## config.mk

```make
export PLATFORM = sky130hd
export DESIGN_NAME = wdog_core
export DESIGN_NICKNAME = d
export VERILOG_FILES = /design/src/rtl/wdog_pkg.sv /design/src/rtl/wdog_regfile.sv /design/src/rtl/wdog_prescaler.sv /design/src/rtl/wdog_counter.sv /design/src/rtl/wdog_rst_pulse.sv /design/src/rtl/wdog_core.sv
export SDC_FILE = /design/constraint.sdc
export NUM_CORES = 1
export LEC_CHECK = 0
export BUFFER_PORTS_ARGS = -buffer_cell sky130_fd_sc_hd__buf_2
export CORE_MARGIN = 2
export CORE_UTILIZATION = 58
export CTS_BUF_LIST = sky130_fd_sc_hd__clkbuf_2
export DETAILED_ROUTE_END_ITERATION = 16
export GPL_ROUTABILITY_DRIVEN = 0
export GPL_TIMING_DRIVEN = 0
export HOLD_SLACK_MARGIN = 0.15
export PLACE_DENSITY = 0.85
export SYNTH_ARGS = -nofsm -noshare
export SYNTH_HDL_FRONTEND = slang
export SYNTH_HIERARCHICAL = 1
export SYNTH_SLANG_ARGS = --single-unit
```

## constraint.sdc

```tcl
create_clock -name clk -period 2.94 [get_ports clk]
set_input_delay 0.147 -clock clk [delete_from_list [all_inputs] [get_ports clk]]
set_output_delay 0.147 -clock clk [all_outputs]
set_load 0.01 [all_outputs]
```

## src/rtl/wdog_pkg.sv

```systemverilog
package wdog_pkg;
    localparam int BYTE_W = 8;
    // bit positions that software relies on
    localparam int TB_BIT  = 0;   // control: 1 = second units, 0 = minute units
    localparam int OEN_BIT = 1;   // output-enable: gates the reset
    localparam int EVT_BIT = 0;   // status: expiry event, write-one-to-clear

    typedef logic [BYTE_W-1:0] byte_t;

    typedef struct packed {
        logic preset;
        logic ctrl;
        logic oen;
        logic stat;
    } wr_sel_t;
endpackage

```

## src/rtl/wdog_regfile.sv

```systemverilog
module wdog_regfile
    import wdog_pkg::*;
#(
    parameter int          ADDR_W      = 12,
    parameter logic [ADDR_W-1:0] PRESET_ADDR = 12'h58B,
    parameter logic [ADDR_W-1:0] CTRL_ADDR   = 12'h58C,
    parameter logic [ADDR_W-1:0] OEN_ADDR    = 12'h58E,
    parameter logic [ADDR_W-1:0] STAT_ADDR   = 12'h009
) (
    input  logic              clk,
    input  logic              rst_n,
    input  logic              wr_en,
    input  logic [ADDR_W-1:0] wr_addr,
    input  byte_t             wr_data,
    input  logic [ADDR_W-1:0] rd_addr,
    input  logic              evt,
    output byte_t             rd_data,
    output byte_t             preset,
    output logic              sec_mode,
    output logic              oen,
    output wr_sel_t           sel,
    output logic              base_change
);
    typedef struct packed {
        byte_t preset;
        byte_t ctrl;
        byte_t oen;
    } regs_t;

    regs_t r_d, r_q;

    always_comb begin
        sel.preset = wr_en && (wr_addr == PRESET_ADDR);
        sel.ctrl   = wr_en && (wr_addr == CTRL_ADDR);
        sel.oen    = wr_en && (wr_addr == OEN_ADDR);
        sel.stat   = wr_en && (wr_addr == STAT_ADDR);
        base_change = sel.ctrl && (wr_data[TB_BIT] != r_q.ctrl[TB_BIT]);

        r_d = r_q;
        if (sel.preset) r_d.preset = wr_data;
        if (sel.ctrl)   r_d.ctrl   = wr_data;
        if (sel.oen)    r_d.oen    = wr_data;
    end

    always_ff @(posedge clk or negedge rst_n) begin
        if (!rst_n) begin
            r_q.preset <= 8'hFF;
            r_q.ctrl   <= 8'h01;
            r_q.oen    <= 8'h00;
        end else begin
            r_q <= r_d;
        end
    end

    always_comb begin
        rd_data = '0;
        if (rd_addr == PRESET_ADDR)     rd_data = r_q.preset;
        else if (rd_addr == CTRL_ADDR)  rd_data = r_q.ctrl;
        else if (rd_addr == OEN_ADDR)   rd_data = r_q.oen;
        else if (rd_addr == STAT_ADDR)  rd_data[EVT_BIT] = evt;
    end

    assign preset   = r_q.preset;
    assign sec_mode = r_q.ctrl[TB_BIT];
    assign oen      = r_q.oen[OEN_BIT];
endmodule

```

## src/rtl/wdog_prescaler.sv

```systemverilog
module wdog_prescaler #(
    parameter int TICKS_PER_MIN = 60
) (
    input  logic clk,
    input  logic rst_n,
    input  logic tick,
    input  logic sec_mode,
    input  logic restart,
    output logic unit,
    output logic [$clog2(TICKS_PER_MIN)-1:0] presc
);
    localparam int PW = $clog2(TICKS_PER_MIN);
    localparam logic [PW-1:0] LAST = PW'(TICKS_PER_MIN - 1);

    typedef struct packed {
        logic [PW-1:0] cnt;
    } ps_t;

    ps_t p_d, p_q;

    always_comb begin
        p_d  = p_q;
        unit = 1'b0;
        if (sec_mode) begin
            p_d.cnt = '0;
            unit    = tick;
        end else if (tick) begin
            if (p_q.cnt == LAST) begin
                p_d.cnt = '0;
                unit    = 1'b1;
            end else begin
                p_d.cnt = p_q.cnt + 1'b1;
            end
        end
        if (restart) p_d.cnt = '0;
    end

    always_ff @(posedge clk or negedge rst_n) begin
        if (!rst_n) p_q <= '0;
        else        p_q <= p_d;
    end

    assign presc = p_q.cnt;
endmodule

```

## src/rtl/wdog_counter.sv

```systemverilog
module wdog_counter #(
    parameter int CNT_W = 8
) (
    input  logic             clk,
    input  logic             rst_n,
    input  logic             unit,
    input  logic             load,
    input  logic [CNT_W-1:0] load_val,
    input  logic [CNT_W-1:0] preset,
    output logic             expire,
    output logic [CNT_W-1:0] cnt
);
    typedef struct packed {
        logic [CNT_W-1:0] cnt;
    } ct_t;

    ct_t c_d, c_q;

    always_comb begin
        c_d    = c_q;
        expire = 1'b0;
        if (load) begin
            c_d.cnt = load_val;
        end else if (unit) begin
            // a count of 0 or 1 runs out on this unit
            if (c_q.cnt <= CNT_W'(1)) begin
                expire  = 1'b1;
                c_d.cnt = preset;
            end else begin
                c_d.cnt = c_q.cnt - 1'b1;
            end
        end
    end

    always_ff @(posedge clk or negedge rst_n) begin
        if (!rst_n) c_q.cnt <= '1;
        else        c_q <= c_d;
    end

    assign cnt = c_q.cnt;
endmodule

```

## src/rtl/wdog_rst_pulse.sv

```systemverilog
module wdog_rst_pulse #(
    parameter int RST_LEN = 8
) (
    input  logic clk,
    input  logic rst_n,
    input  logic expire,
    input  logic clr,
    input  logic oen,
    output logic evt,
    output logic sys_reset_o
);
    localparam int LW = $clog2(RST_LEN + 1);

    typedef struct packed {
        logic          evt;
        logic [LW-1:0] len;
    } rp_t;

    rp_t s_d, s_q;
    logic rise;

    always_comb begin
        s_d  = s_q;
        rise = expire && !s_q.evt;
        // set dominates clear
        s_d.evt = expire || (s_q.evt && !clr);
        if (rise && oen)
            s_d.len = LW'(RST_LEN);
        else if (s_q.len != '0)
            s_d.len = s_q.len - 1'b1;
    end

    always_ff @(posedge clk or negedge rst_n) begin
        if (!rst_n) s_q <= '0;
        else        s_q <= s_d;
    end

    assign evt         = s_q.evt;
    assign sys_reset_o = (s_q.len != '0);
endmodule

```

## src/rtl/wdog_core.sv

```systemverilog
module wdog_core
    import wdog_pkg::*;
#(
    parameter int ADDR_W        = 12,
    parameter int CNT_W         = 8,
    parameter int TICKS_PER_MIN = 60,
    parameter int RST_LEN       = 8
) (
    input  logic              clk,
    input  logic              rst_n,
    input  logic              sec_tick,
    input  logic              wr_en,
    input  logic [ADDR_W-1:0] wr_addr,
    input  logic [7:0]        wr_data,
    input  logic [ADDR_W-1:0] rd_addr,
    output logic [7:0]        rd_data,
    output logic              sys_reset_o
);
    localparam int PW = $clog2(TICKS_PER_MIN);

    byte_t            preset;
    logic             sec_mode;
    logic             oen;
    wr_sel_t          sel;
    logic             base_change;
    logic             unit;
    logic [PW-1:0]    presc;
    logic             expire;
    logic [CNT_W-1:0] cnt;
    logic             evt;
    logic             clr;
    logic             preset_wr;
    logic             presc_restart;

    assign preset_wr     = sel.preset;
    assign presc_restart = sel.preset || base_change;
    assign clr           = sel.stat && wr_data[EVT_BIT];

    wdog_regfile #(.ADDR_W(ADDR_W)) u_regs (
        .clk(clk), .rst_n(rst_n),
        .wr_en(wr_en), .wr_addr(wr_addr), .wr_data(wr_data),
        .rd_addr(rd_addr), .evt(evt), .rd_data(rd_data),
        .preset(preset), .sec_mode(sec_mode), .oen(oen),
        .sel(sel), .base_change(base_change)
    );

    wdog_prescaler #(.TICKS_PER_MIN(TICKS_PER_MIN)) u_presc (
        .clk(clk), .rst_n(rst_n), .tick(sec_tick), .sec_mode(sec_mode),
        .restart(presc_restart), .unit(unit), .presc(presc)
    );

    wdog_counter #(.CNT_W(CNT_W)) u_cnt (
        .clk(clk), .rst_n(rst_n), .unit(unit), .load(preset_wr),
        .load_val(CNT_W'(wr_data)), .preset(CNT_W'(preset)),
        .expire(expire), .cnt(cnt)
    );

    wdog_rst_pulse #(.RST_LEN(RST_LEN)) u_pulse (
        .clk(clk), .rst_n(rst_n), .expire(expire), .clr(clr), .oen(oen),
        .evt(evt), .sys_reset_o(sys_reset_o)
    );
endmodule

```

* Word level (Yosys, flattened, before mapping)
Index checks and enable logic that the tools add are counted.
** Word-level totals
- Flip-flop bits (word level) :: 43
- Word-level logic and storage cells :: 58
- Input port bits :: 36
** Cells by class
- Order comparisons :: 1
- Multiplexer cells :: 20
- Eq/ne operators :: 10
- Reduce and logical (&&, ||, !) cells :: 17
- $add $sub $neg :: 3
** Operators by type and width (number)
- 12-bit by 11-bit equality test with 1-bit output (second input constant) :: 6
- 8-bit 2-to-1 mux :: 5
- 12-bit by 4-bit equality test with 1-bit output (second input constant) :: 2
- 6-bit 2-to-1 mux :: 4
- 1-bit logical AND :: 9
- 8-bit by 1-bit <= comparator with 1-bit output (second input constant) :: 1
- 1-bit 2-to-1 mux :: 8
- 4-bit 2-to-1 mux :: 2
- 8-bit by 1-bit subtractor with 8-bit output (second input constant) :: 1
- 7-bit 2-to-1 mux :: 1
- 6-bit by 1-bit adder with 6-bit output (second input constant) :: 1
- 6-bit equality test (second input constant) :: 1
- 2-bit nonzero test :: 2
- 4-bit nonzero test :: 1
- 4-bit by 1-bit subtractor with 4-bit output (second input constant) :: 1
- 3-bit nonzero test :: 1
- 1-bit zero test :: 2
- 1-bit logical OR :: 2
- 1-bit != test :: 1

* Longest topological paths before layout
Gate-level depths: netlist of the first run.
- Depth in word-level cells :: 9
- Gate-level depth with buffers :: 12
- Depth with buffers taken out :: 10

* Cells and area by module
Netlist of the first run, hierarchy kept.
** Modules (own cells, without submodules)
- wdog_regfile :: times used 1, cells each 109, area an instance 1286.2 µm²
- wdog_counter :: times used 1, cells each 72, area an instance 638.1 µm²
- wdog_prescaler :: times used 1, cells each 39, area an instance 364.1 µm²
- wdog_rst_pulse :: times used 1, cells each 25, area an instance 262.8 µm²
- wdog_core :: times used 1, cells each 2, area an instance 12.5 µm²

* Least setup slack after synthesis of the first run
Ideal clock, no wire load.
- Path kind :: input -> register
- Start point :: in wr_addr[5]
- End point :: reg u_pulse/s_q[3] (netlist bit)
- Library setup time :: 0.124 ns
- Stages :: 12
- Buffers on the path :: 2
- Data required time :: 2.816 ns
- Data arrival time :: 2.158 ns
- Path slack :: 0.658 ns
- Cells stage by stage :: nor4_1 > nand3b_1 > or3_1 > or2_1 > buf_6 > inv_1 > clkbuf_1 > nand2b_1 > nor2_1 > nand2_1 > nor2_1 > a211o_1
** RTL lines
- start: declaration :: RTL line wdog_core.sv:13 : input logic [ADDR_W-1:0] wr_addr,
- end signal: assignment :: RTL line wdog_rst_pulse.sv:34 : if (!rst_n) s_q <= '0;
- end signal: assignment :: RTL line wdog_rst_pulse.sv:35 : else s_q <= s_d;
- end: declaration :: RTL line wdog_rst_pulse.sv:19 : rp_t s_d, s_q;

==> metrics.txt, run 1 <==
worst setup margin=slightly below 0.6 ns; met2 WL=2765 µm; Residual DRC=0; drt wl/cell=around 15 µm; pre-CTS worst setup slack=approximately 0.14 ns; Post-Syn Area=approximately 2600 µm²; worst r2r src=u_cnt/cnt[2]; HPWL Detailed=3977 µm; CP Data Arrival Time=approximately 2.7 ns; vias per cell=between 5 and 6; Final Non-Filler Cells=~360; commonest non-fill, non-tap cell in the layout=buf_2; Syn Nets=~290; Layout Utilization=70.51%; Syn. warnings=6; status=completed; TritonCTS buffer count=5; Core ar.=approximately 4300 µm²; Final Max Slew Viols=0; Slew HR=roughly 33%; Metal-1 WL=roughly 2400 µm; Setup violations, final=0; Site Rows=24; die width=70.37 µm; placed cell count=340; Port Buffers=43; critical path type=in -> reg; max incr delay on CP=approximately 0.38 ns; Clock Sinks=43; CP dominant cell by count=nor2_1; Slowest-stage cell, CP=nand2b_1; final WL=around 5500 µm; I/O Pins=45; Max-Cap Viols=0; WHS=just over 0.2 ns; cells along the critical path=buf_2, nor4_1, nand3b_1, or3_1, or2_1, buf_6, inv_1, clkbuf_1, nand2b_1, nor2_1, nand2_1, nor2_1, a211o_1; wire length on met3=slightly below 300 µm; fin crit period=between 2 and 2.5 ns; top layer in use=met4; CP startpoint=wr_addr[5]; CTS tree=built; crit end category=register; Hold/Removal Path Class=in -> reg; clock power share=between 20% and 30%; switch share=30.68%; Die ar.=~5000 µm²; pin count of the biggest net entering global routing=44; Final #Nets=between 300 and 400; grt ovf=0; vias in the first global route=2146; H-tree depth=2; critical path launch point type=input port; Syn Inst Count=approximately 250; ANT nets after route=0; Max Freq=424.1 MHz; synthesis-to-layout area growth=18.51%; Post-CTS Setup Inserts=0; Setup Skew=approximately 0.014 ns; Bufs on Longest Clock Path=2; Avg Cell Area, Syn=roughly 10 µm²; Clock transition at path regs=between 0.2 and 0.25 ns; CP max FO=9; Initial Util=approximately three fifths; antenna violations before repair=0; gr usage total=roughly a quarter; Required @ worst endpoint=approximately 3.3 ns; vias post-DR=2122; setup_tns=0 ns; commonest cells after routing, fill and taps aside=43 x buf_2, 26 x dfrtp_1, 24 x mux2_2; Final Cycle Share=between 80% and 90%; clock latency at the later pin of the worst-skew pair=about 0.40 ns; Logic pwr share=~27%; Reg power frac=a little under half; leak pwr=~1.5 nW; HP Start=wr_addr[1]; Fin. Hold Viols=0; drt pass-1 iters=4; n_diodes=0; global-route wire length before repair=between 9000 and 10000 µm; Sw Pwr=496.5 µW; Internal=between 1 and 1.5 mW; worst slew pin tran=approximately 1 ns; P per Cell Area=between 500 and 600 nW/µm²; VDD IR max=approximately 0.00045 V; root buffer cell=clkbuf_2; First DRT Iteration DRCs=between 100 and 150; layout cell share with drive strength beyond 1=between 30% and 40%; die height=a little over 70 µm; unrepaired setup endpoints after global routing=no
==> path summary, 6_finish.rpt <==
check	slack, ns	cells after the start	end
max in group asynchronous	1.97	2	u_regs/r_q[0]
max reg2reg	0.62	7	u_pulse/s_q[3]
max	0.58	13	u_pulse/s_q[3]
min	0.21	3	u_regs/r_q[13]
min in group asynchronous	0.38	2	u_presc/presc[0]
min reg2reg	0.54	1	u_regs/r_q[6]
==> state kept, by name (all words and copies together) (netlist names) <==
name and cells:
u_pulse/evt 1, u_regs/sec_mode 1, u_pulse/s_q 4, u_regs/oen 1
u_regs/preset 8, u_presc/presc 6, u_regs/r_q 14, u_cnt/cnt 8
==> per-layer routing <==
layer / up-vias / global-route usage, %
met4: 0 / 6.197
met5: - / 0
met1: 1036 / 30.01
met3: 6 / 4.329
met2: 59 / 43.40
li1: 1021 / -
==> stage by stage <==
stage / power, mW / area [µm²]
after detailed placement: 1.191 / 2835
after floorplan: 1.064 / 2555
after global placement: 1.163 / 2835
after global routing: 1.716 / 3028
after CTS: 1.633 / 3028
final: 1.618 / 3028
==> area by class of cell <==
| class | count | area, µm² |
|---|---|---|
| clock inverters | 3 | 67.56 |
| plain buffers | 17 | 121.4 |
| multi-input cells | 168 | 1272 |
| inverters | 17 | 63.81 |
| well taps | 52 | 65.06 |
| fillers | 329 | 1266 |
| flip-flops and latches | 43 | 1097 |
| repair buffers | 53 | 315.3 |
| clock buffers | 5 | 25.02 |
==> power groups by stage <==
stage          Clock, mW  Combinational [mW]  Sequential (mW)
6_report           0.426               0.435            0.757
5_1_grt            0.458               0.487            0.771
4_1_cts            0.440               0.436            0.757
3_5_place_dp           0               0.423            0.767
3_3_place_gp           0               0.402            0.761
2_1_floorplan          0               0.319            0.745
==> critical path: cells and delay by family <==
kind / cells / cell delay (ns)
simple gates: 8 / 1.67
buf+inv: 4 / 0.63
compound gates: 1 / 0.23
==> what timing repair did <==
action | in CTS | in global routing
resized for setup | 0 | 0
hold buffers | 10 | 0
hold endpoints to repair | 62 | 0
No activity file was read; power rests on OpenSTA's default activity.
==> inputs of run 2 (changes only) <==
--- a/config.mk
+++ b/config.mk
@@ -5,15 +5,16 @@
 export SDC_FILE = /design/constraint.sdc
 export NUM_CORES = 1
 export LEC_CHECK = 0
+export ABC_AREA = 1
 export BUFFER_PORTS_ARGS = -buffer_cell sky130_fd_sc_hd__buf_2
 export CORE_MARGIN = 2
-export CORE_UTILIZATION = 58
+export CORE_UTILIZATION = 54
 export CTS_BUF_LIST = sky130_fd_sc_hd__clkbuf_2
 export DETAILED_ROUTE_END_ITERATION = 16
 export GPL_ROUTABILITY_DRIVEN = 0
 export GPL_TIMING_DRIVEN = 0
 export HOLD_SLACK_MARGIN = 0.15
-export PLACE_DENSITY = 0.85
+export PLACE_DENSITY = 0.82
 export SYNTH_ARGS = -nofsm -noshare
 export SYNTH_HDL_FRONTEND = slang
 export SYNTH_HIERARCHICAL = 1
==> constraint.sdc (replaced) <==
create_clock -name clk -period 2.1 [get_ports clk]
set_input_delay 0.105 -clock clk [delete_from_list [all_inputs] [get_ports clk]]
set_output_delay 0.105 -clock clk [all_outputs]
set_load 0.01 [all_outputs]
==> metrics.txt, run 2 <==
status=completed; Slowest-stage cell, CP=dfrtp_1; max incr delay on CP=0.43 ns (+0.05 ns); clock latency at the later pin of the worst-skew pair=0.41 ns (about the same); final WL=7099 µm (+29%); CP Data Arrival Time=2.21 ns (-0.48 ns); Clock transition at path regs=0.22 ns (about the same); Reg with most FFs=u_regs/r_q; Final Cycle Share=89.16%; Layout Utilization=64.73% (-5.8 points); Final #Nets=557 (+61%); P per Cell Area=722.8 nW/µm² (+35%); area post-placement=3327 µm² (+17%); cells along the critical path=ha_1, nand3_1, nor2_1, nor2_2, nor2_2, nand2_2, nor2_2, nand3_2, nand3b_1, nand2_1; Port Buffers=44 (+2.3%); commonest cells after routing, fill and taps aside=126 x nand2_1, 82 x inv_1, 52 x nand3_1; Hold/Removal Path Class=in -> reg; worst setup margin=0.2277 ns (-0.3544 ns); ANT nets after route=0 (unchanged); Syn Nets=493 (+72%); Setup violations, final=0 (unchanged); Fin. Hold Viols=0 (unchanged); First DRT Iteration DRCs=186 (+37%); n_diodes=0 (unchanged); Initial Util=55.46% (-4.0 points); Buffers & Inverters on Critical Path=0 (-4); grt ovf=0 (unchanged); H-tree depth=2 (unchanged); critical path launch point type=register; root buffer cell=clkbuf_2; layout cell share with drive strength beyond 1=23.60% (-15 points); Die ar.=6200 µm² (+25%); drt wl/cell=12.05 µm (-22%); gr usage total=25.35% (+1.1 points); Max Freq=between 500 and 600 MHz; VDD IR max=0.0006306 V (+41%); synthesis-to-layout area growth=16.72%; number of flip-flops under the largest register name=14 (unchanged); biggest regs=u_regs/r_q (14), u_cnt/cnt (8), u_regs/preset (8); Pwr Total=2.545 mW (+57%); Syn. warnings=6 (unchanged); Slew HR=36.42% (+3.7 points); unrepaired setup endpoints after global routing=no; Core ar.=5439 µm² (+27%); vias per cell=4.959 (-16%); leak pwr=1.895 nW (+26%); I/O Pins=45 (unchanged); Setup Skew=0.01359 ns (-0.0001828 ns); drt pass-1 iters=4 (unchanged); global-route wire length before repair=12600 µm (+31%); crit end category=register; fin crit period=1.872 ns; TritonCTS buffer count=5 (unchanged); Post-Syn Area=3017 µm² (+18%); vias in the first global route=2970 (+38%); Residual DRC=0 (unchanged); worst slew pin tran=0.9538 ns (-0.04833 ns); setup_tns=0 ns (unchanged); Site Rows=27 (+13%); pin count of the biggest net entering global routing=44 (unchanged); commonest non-fill, non-tap cell in the layout=nand2_1; antenna violations before repair=0 (unchanged); Syn Inst Count=452 (+84%); Avg Cell Area, Syn=6.674 µm² (-36%); vias post-DR=2921 (+38%); die width=78.74 µm (+12%); Max-Cap Viols=0 (unchanged); CP max FO=6 (-3); HPWL Detailed=5337 µm (+34%); critical path type=reg -> reg; Bufs on Longest Clock Path=2 (unchanged); pre-CTS worst setup slack=-0.2680 ns (-0.4050 ns); Final Max Slew Viols=0 (unchanged); CP dominant cell by count=nor2_2; Required @ worst endpoint=2.44 ns (-0.83 ns); Largest delay share family, worst path=simple AND/OR/NAND/NOR gates; CTS tree=built; post-route cell area=3521 µm² (+16%); Clock Sinks=43 (unchanged); die height=78.74 µm (+12%)
run 2: per-stage QoR:
stage	instances	hold WS, ns
4_1_cts	586	0.1933
5_1_grt	589	0.2373
6_report	589	0.2017
3_5_place_dp	568	0.3178
3_3_place_gp	568	0.3100
2_1_floorplan	452	-0.1906
run 2: report_power, final:
part / switching (mW) / internal (mW) / total (mW)
clock network: 0.269 / 0.196 / 0.465
logic: 0.588 / 0.377 / 0.966
registers: 0.117 / 0.997 / 1.11
total: 0.975 / 1.57 / 2.54
run 2: metal layers:
layer / track usage, % / vias up / share of wire [%]
met1: 29.57 / 1342 / 42
met4: 8.070 / 0 / 1.6
met5: 0 / - / 0
met3: 2.955 / 13 / 4.1
li1: - / 1505 / -
met2: 48.12 / 61 / 52
run 2: tightest hold or removal path: stages:
cell and delay, ns:
buf_2 0.09, nor2_1 0.04, nand2_1 0.06, nor4_1 0.05, nand2_1 0.08, inv_1 0.04
o21bai_1 0.12
run 2: repair_timing:
| item | CTS | global route |
|---|---|---|
| buffers inserted | 0 | 3 |
| gates resized for setup | 1 | 2 |
| endpoints found under the hold margin | 64 | 0 |
| endpoints found under the setup margin | 3 | 5 |
| gates cloned | 0 | 0 |
| hold buffers | 10 | 0 |
run 2: worst paths after layout:
check	start	to	slack [ns]	cells after the start
worst min-delay path	wr_addr[6]	u_pulse/evt	0.20	7
max in group asynchronous	rst_n	u_presc/presc[0]	1.16	2
min in group asynchronous	rst_n	u_pulse/s_q[3]	0.35	2
worst max-delay path	u_presc/presc[1]	u_pulse/s_q[1]	0.23	10
worst max register to register	u_presc/presc[1]	u_pulse/s_q[1]	0.23	10
worst min register to register	u_regs/preset[4]	u_regs/preset[4]	0.49	2
run 2: layout make-up:
class,instances,area [µm²]
Clock buffer,5,25.02
Multi-Input combinational cell,307,1494
Timing Repair Buffer,57,342.8
Sequential cell,43,1097
Tap cell,72,90.09
Fill cell,505,1918
Inverter,88,330.3
Buffer,14,102.6
Clock inverter,3,38.79
==> inputs of run 3 (changes only) <==
--- a/config.mk
+++ b/config.mk
@@ -7,14 +7,13 @@
 export LEC_CHECK = 0
 export ABC_AREA = 1
 export BUFFER_PORTS_ARGS = -buffer_cell sky130_fd_sc_hd__buf_2
+export CORE_ASPECT_RATIO = 0.7
 export CORE_MARGIN = 2
-export CORE_UTILIZATION = 54
-export CTS_BUF_LIST = sky130_fd_sc_hd__clkbuf_2
+export CORE_UTILIZATION = 52
 export DETAILED_ROUTE_END_ITERATION = 16
 export GPL_ROUTABILITY_DRIVEN = 0
-export GPL_TIMING_DRIVEN = 0
 export HOLD_SLACK_MARGIN = 0.15
-export PLACE_DENSITY = 0.82
+export PLACE_DENSITY = 0.8
 export SYNTH_ARGS = -nofsm -noshare
 export SYNTH_HDL_FRONTEND = slang
 export SYNTH_HIERARCHICAL = 1
==> metrics.txt, run 3 (synthesis results as in run 2) <==
Logic pwr share=36.8% (-1.1 points); Required @ worst endpoint=2.28 ns (-0.16 ns); Setup violations, final=0 (unchanged); Clock transition at path regs=0.08 ns (-0.14 ns); critical path type=reg -> reg; n_diodes=0 (unchanged); worst setup margin=0.1433 ns (-0.08436 ns); Site Rows=23 (-15%); HPWL Detailed=5313 µm (-0.45%); TritonCTS buffer count=5 (unchanged); drt wl/cell=12.00 µm (-0.47%); clock latency at the later pin of the worst-skew pair=0.29 ns (-0.12 ns); CTS tree=built; Final Cycle Share=93.17% (+4.0 points); Clock Sinks=43 (unchanged); Final #Nets=545 (-2.2%); Setup Skew=0.005429 ns (-0.008160 ns); clock power share=20.7% (+2.4 points); vias post-DR=2927 (+0.21%); vias per cell=5.047 (+1.8%); pre-CTS worst setup slack=0.1303 ns (+0.3983 ns); Max Freq=511.1 MHz (-4.3%); root buffer cell=clkbuf_8; number of flip-flops under the largest register name=14 (unchanged); Core ar.=5669 µm² (+4.2%); fin crit period=1.957 ns (+0.08436 ns); setup_tns=0 ns (unchanged); Internal=1.626 mW (+3.6%); Port Buffers=44 (unchanged); commonest cells after routing, fill and taps aside=126 x nand2_1, 82 x inv_1, 52 x nand3_1; Sw Pwr=981.8 µW (+0.72%); Slew HR=48.72% (+12 points); synthesis-to-layout area growth=14.72%; Metal-1 WL=3314 µm (+11%); Final Max Slew Viols=0 (unchanged); P per Cell Area=753.5 nW/µm² (+4.3%); layout cell share with drive strength beyond 1=21.78% (-1.8 points); CP max FO=6 (unchanged); Die ar.=6436 µm² (+3.8%); unrepaired setup endpoints after global routing=no; Max-Cap Viols=0 (unchanged); antenna violations before repair=0 (unchanged); status=completed; Post-CTS Setup Inserts=0 (unchanged); Reg with most FFs=u_regs/r_q; critical path launch point type=register; H-tree depth=2 (unchanged); R2R setup slack=0.14 ns (-0.08 ns); Residual DRC=0 (unchanged); die width=95.04 µm (+21%); wire length on met3=384 µm (+33%); leak pwr=1.840 nW (-2.9%); Initial Util=53.21% (-2.3 points); Fin. Hold Viols=0 (unchanged); crit end category=register; Bufs on Longest Clock Path=2 (unchanged); met2 WL=3220 µm (-13%); Reg power frac=42.5% (-1.3 points); top layer in use=met4; die height=67.73 µm (-14%); Pwr Total=2.608 mW (+2.5%); biggest regs=u_regs/r_q (14), u_cnt/cnt (8), u_regs/preset (8); vias in the first global route=2801 (-5.7%); switch share=37.65% (-0.66 points); VDD IR max=0.0004631 V (-27%); gr usage total=24.01% (-1.3 points); pin count of the biggest net entering global routing=36 (-18%); drt pass-1 iters=5 (+1); grt ovf=0 (unchanged); worst slew pin tran=0.7691 ns (-0.1846 ns); commonest non-fill, non-tap cell in the layout=nand2_1; ANT nets after route=0 (unchanged); global-route wire length before repair=12130 µm (-3.7%); I/O Pins=45 (unchanged); final WL=6958 µm (-2.0%); CP Data Arrival Time=2.14 ns (-0.07 ns); First DRT Iteration DRCs=222 (+19%); Hold/Removal Path Class=in -> reg
==> run 3: critical path, cell delays in order (launching register included) <==
cell      delay (ns)
dfrtp_1         0.40
ha_1            0.25
nand3_1         0.09
nor2_1          0.12
nor2_2          0.06
nor2_1          0.23
nand2_2         0.17
nor2_2          0.18
nand3_2         0.15
nand3b_1        0.13
nand2_1         0.05
==> run 3: layout make-up <==
| cell class | instances | area, µm² |
|---|---|---|
| repair buffers | 59 | 357.8 |
| fillers | 532 | 2208 |
| flip-flops and latches | 43 | 1097 |
| inverters | 88 | 330.3 |
| multi-input cells | 307 | 1491 |
| clock inverters | 1 | 3.754 |
| well taps | 75 | 93.84 |
| clock buffers | 7 | 86.33 |
==> run 3: final timing paths <==
kind | from | endpoint | cells past startpoint
max in group asynchronous | rst_n | u_cnt/cnt[7] | 3
worst min-delay path | wr_addr[6] | u_pulse/evt | 7
min in group asynchronous | rst_n | u_regs/r_q[11] | 2
worst max register to register | u_presc/presc[1] | u_pulse/s_q[1] | 10
worst max-delay path | u_presc/presc[1] | u_pulse/s_q[1] | 10
worst min register to register | u_regs/preset[7] | u_regs/preset[7] | 2
==> run 3: stage by stage <==
stage	cells	area, µm²	hold slack [ns]	util, %
floorplan	452	3017	-0.1906	-
global placement	562	3266	0.2272	57.60
detailed placement	562	3266	0.2242	57.60
CTS	580	3456	0.3804	60.96
global route	580	3461	0.4125	61.05
finish	580	3461	0.3803	61.05
==> run 3: what timing repair did <==
item                                    CTS  global route
endpoints found under the setup margin    0             3
endpoints found under the hold margin    54             0
hold buffers                             10             0
resized for setup                         0             2
==> run 3: power by group through the flow <==
stage | combinational (mW) | sequential (mW) | clock, mW
2_1_floorplan | 0.726 | 1.09 | 0
3_3_place_gp | 0.895 | 1.12 | 0
3_5_place_dp | 0.932 | 1.12 | 0
4_1_cts | 0.949 | 1.11 | 0.552
5_1_grt | 1.10 | 1.13 | 0.591
6_report | 0.960 | 1.11 | 0.539
==> run 3: routing by layer <==
layer / vias up / track usage [%]
met1: 1349 / 32.42
met5: - / 0
met3: 6 / 4.799
met4: 0 / 4.710
met2: 89 / 40.69
li1: 1483 / -
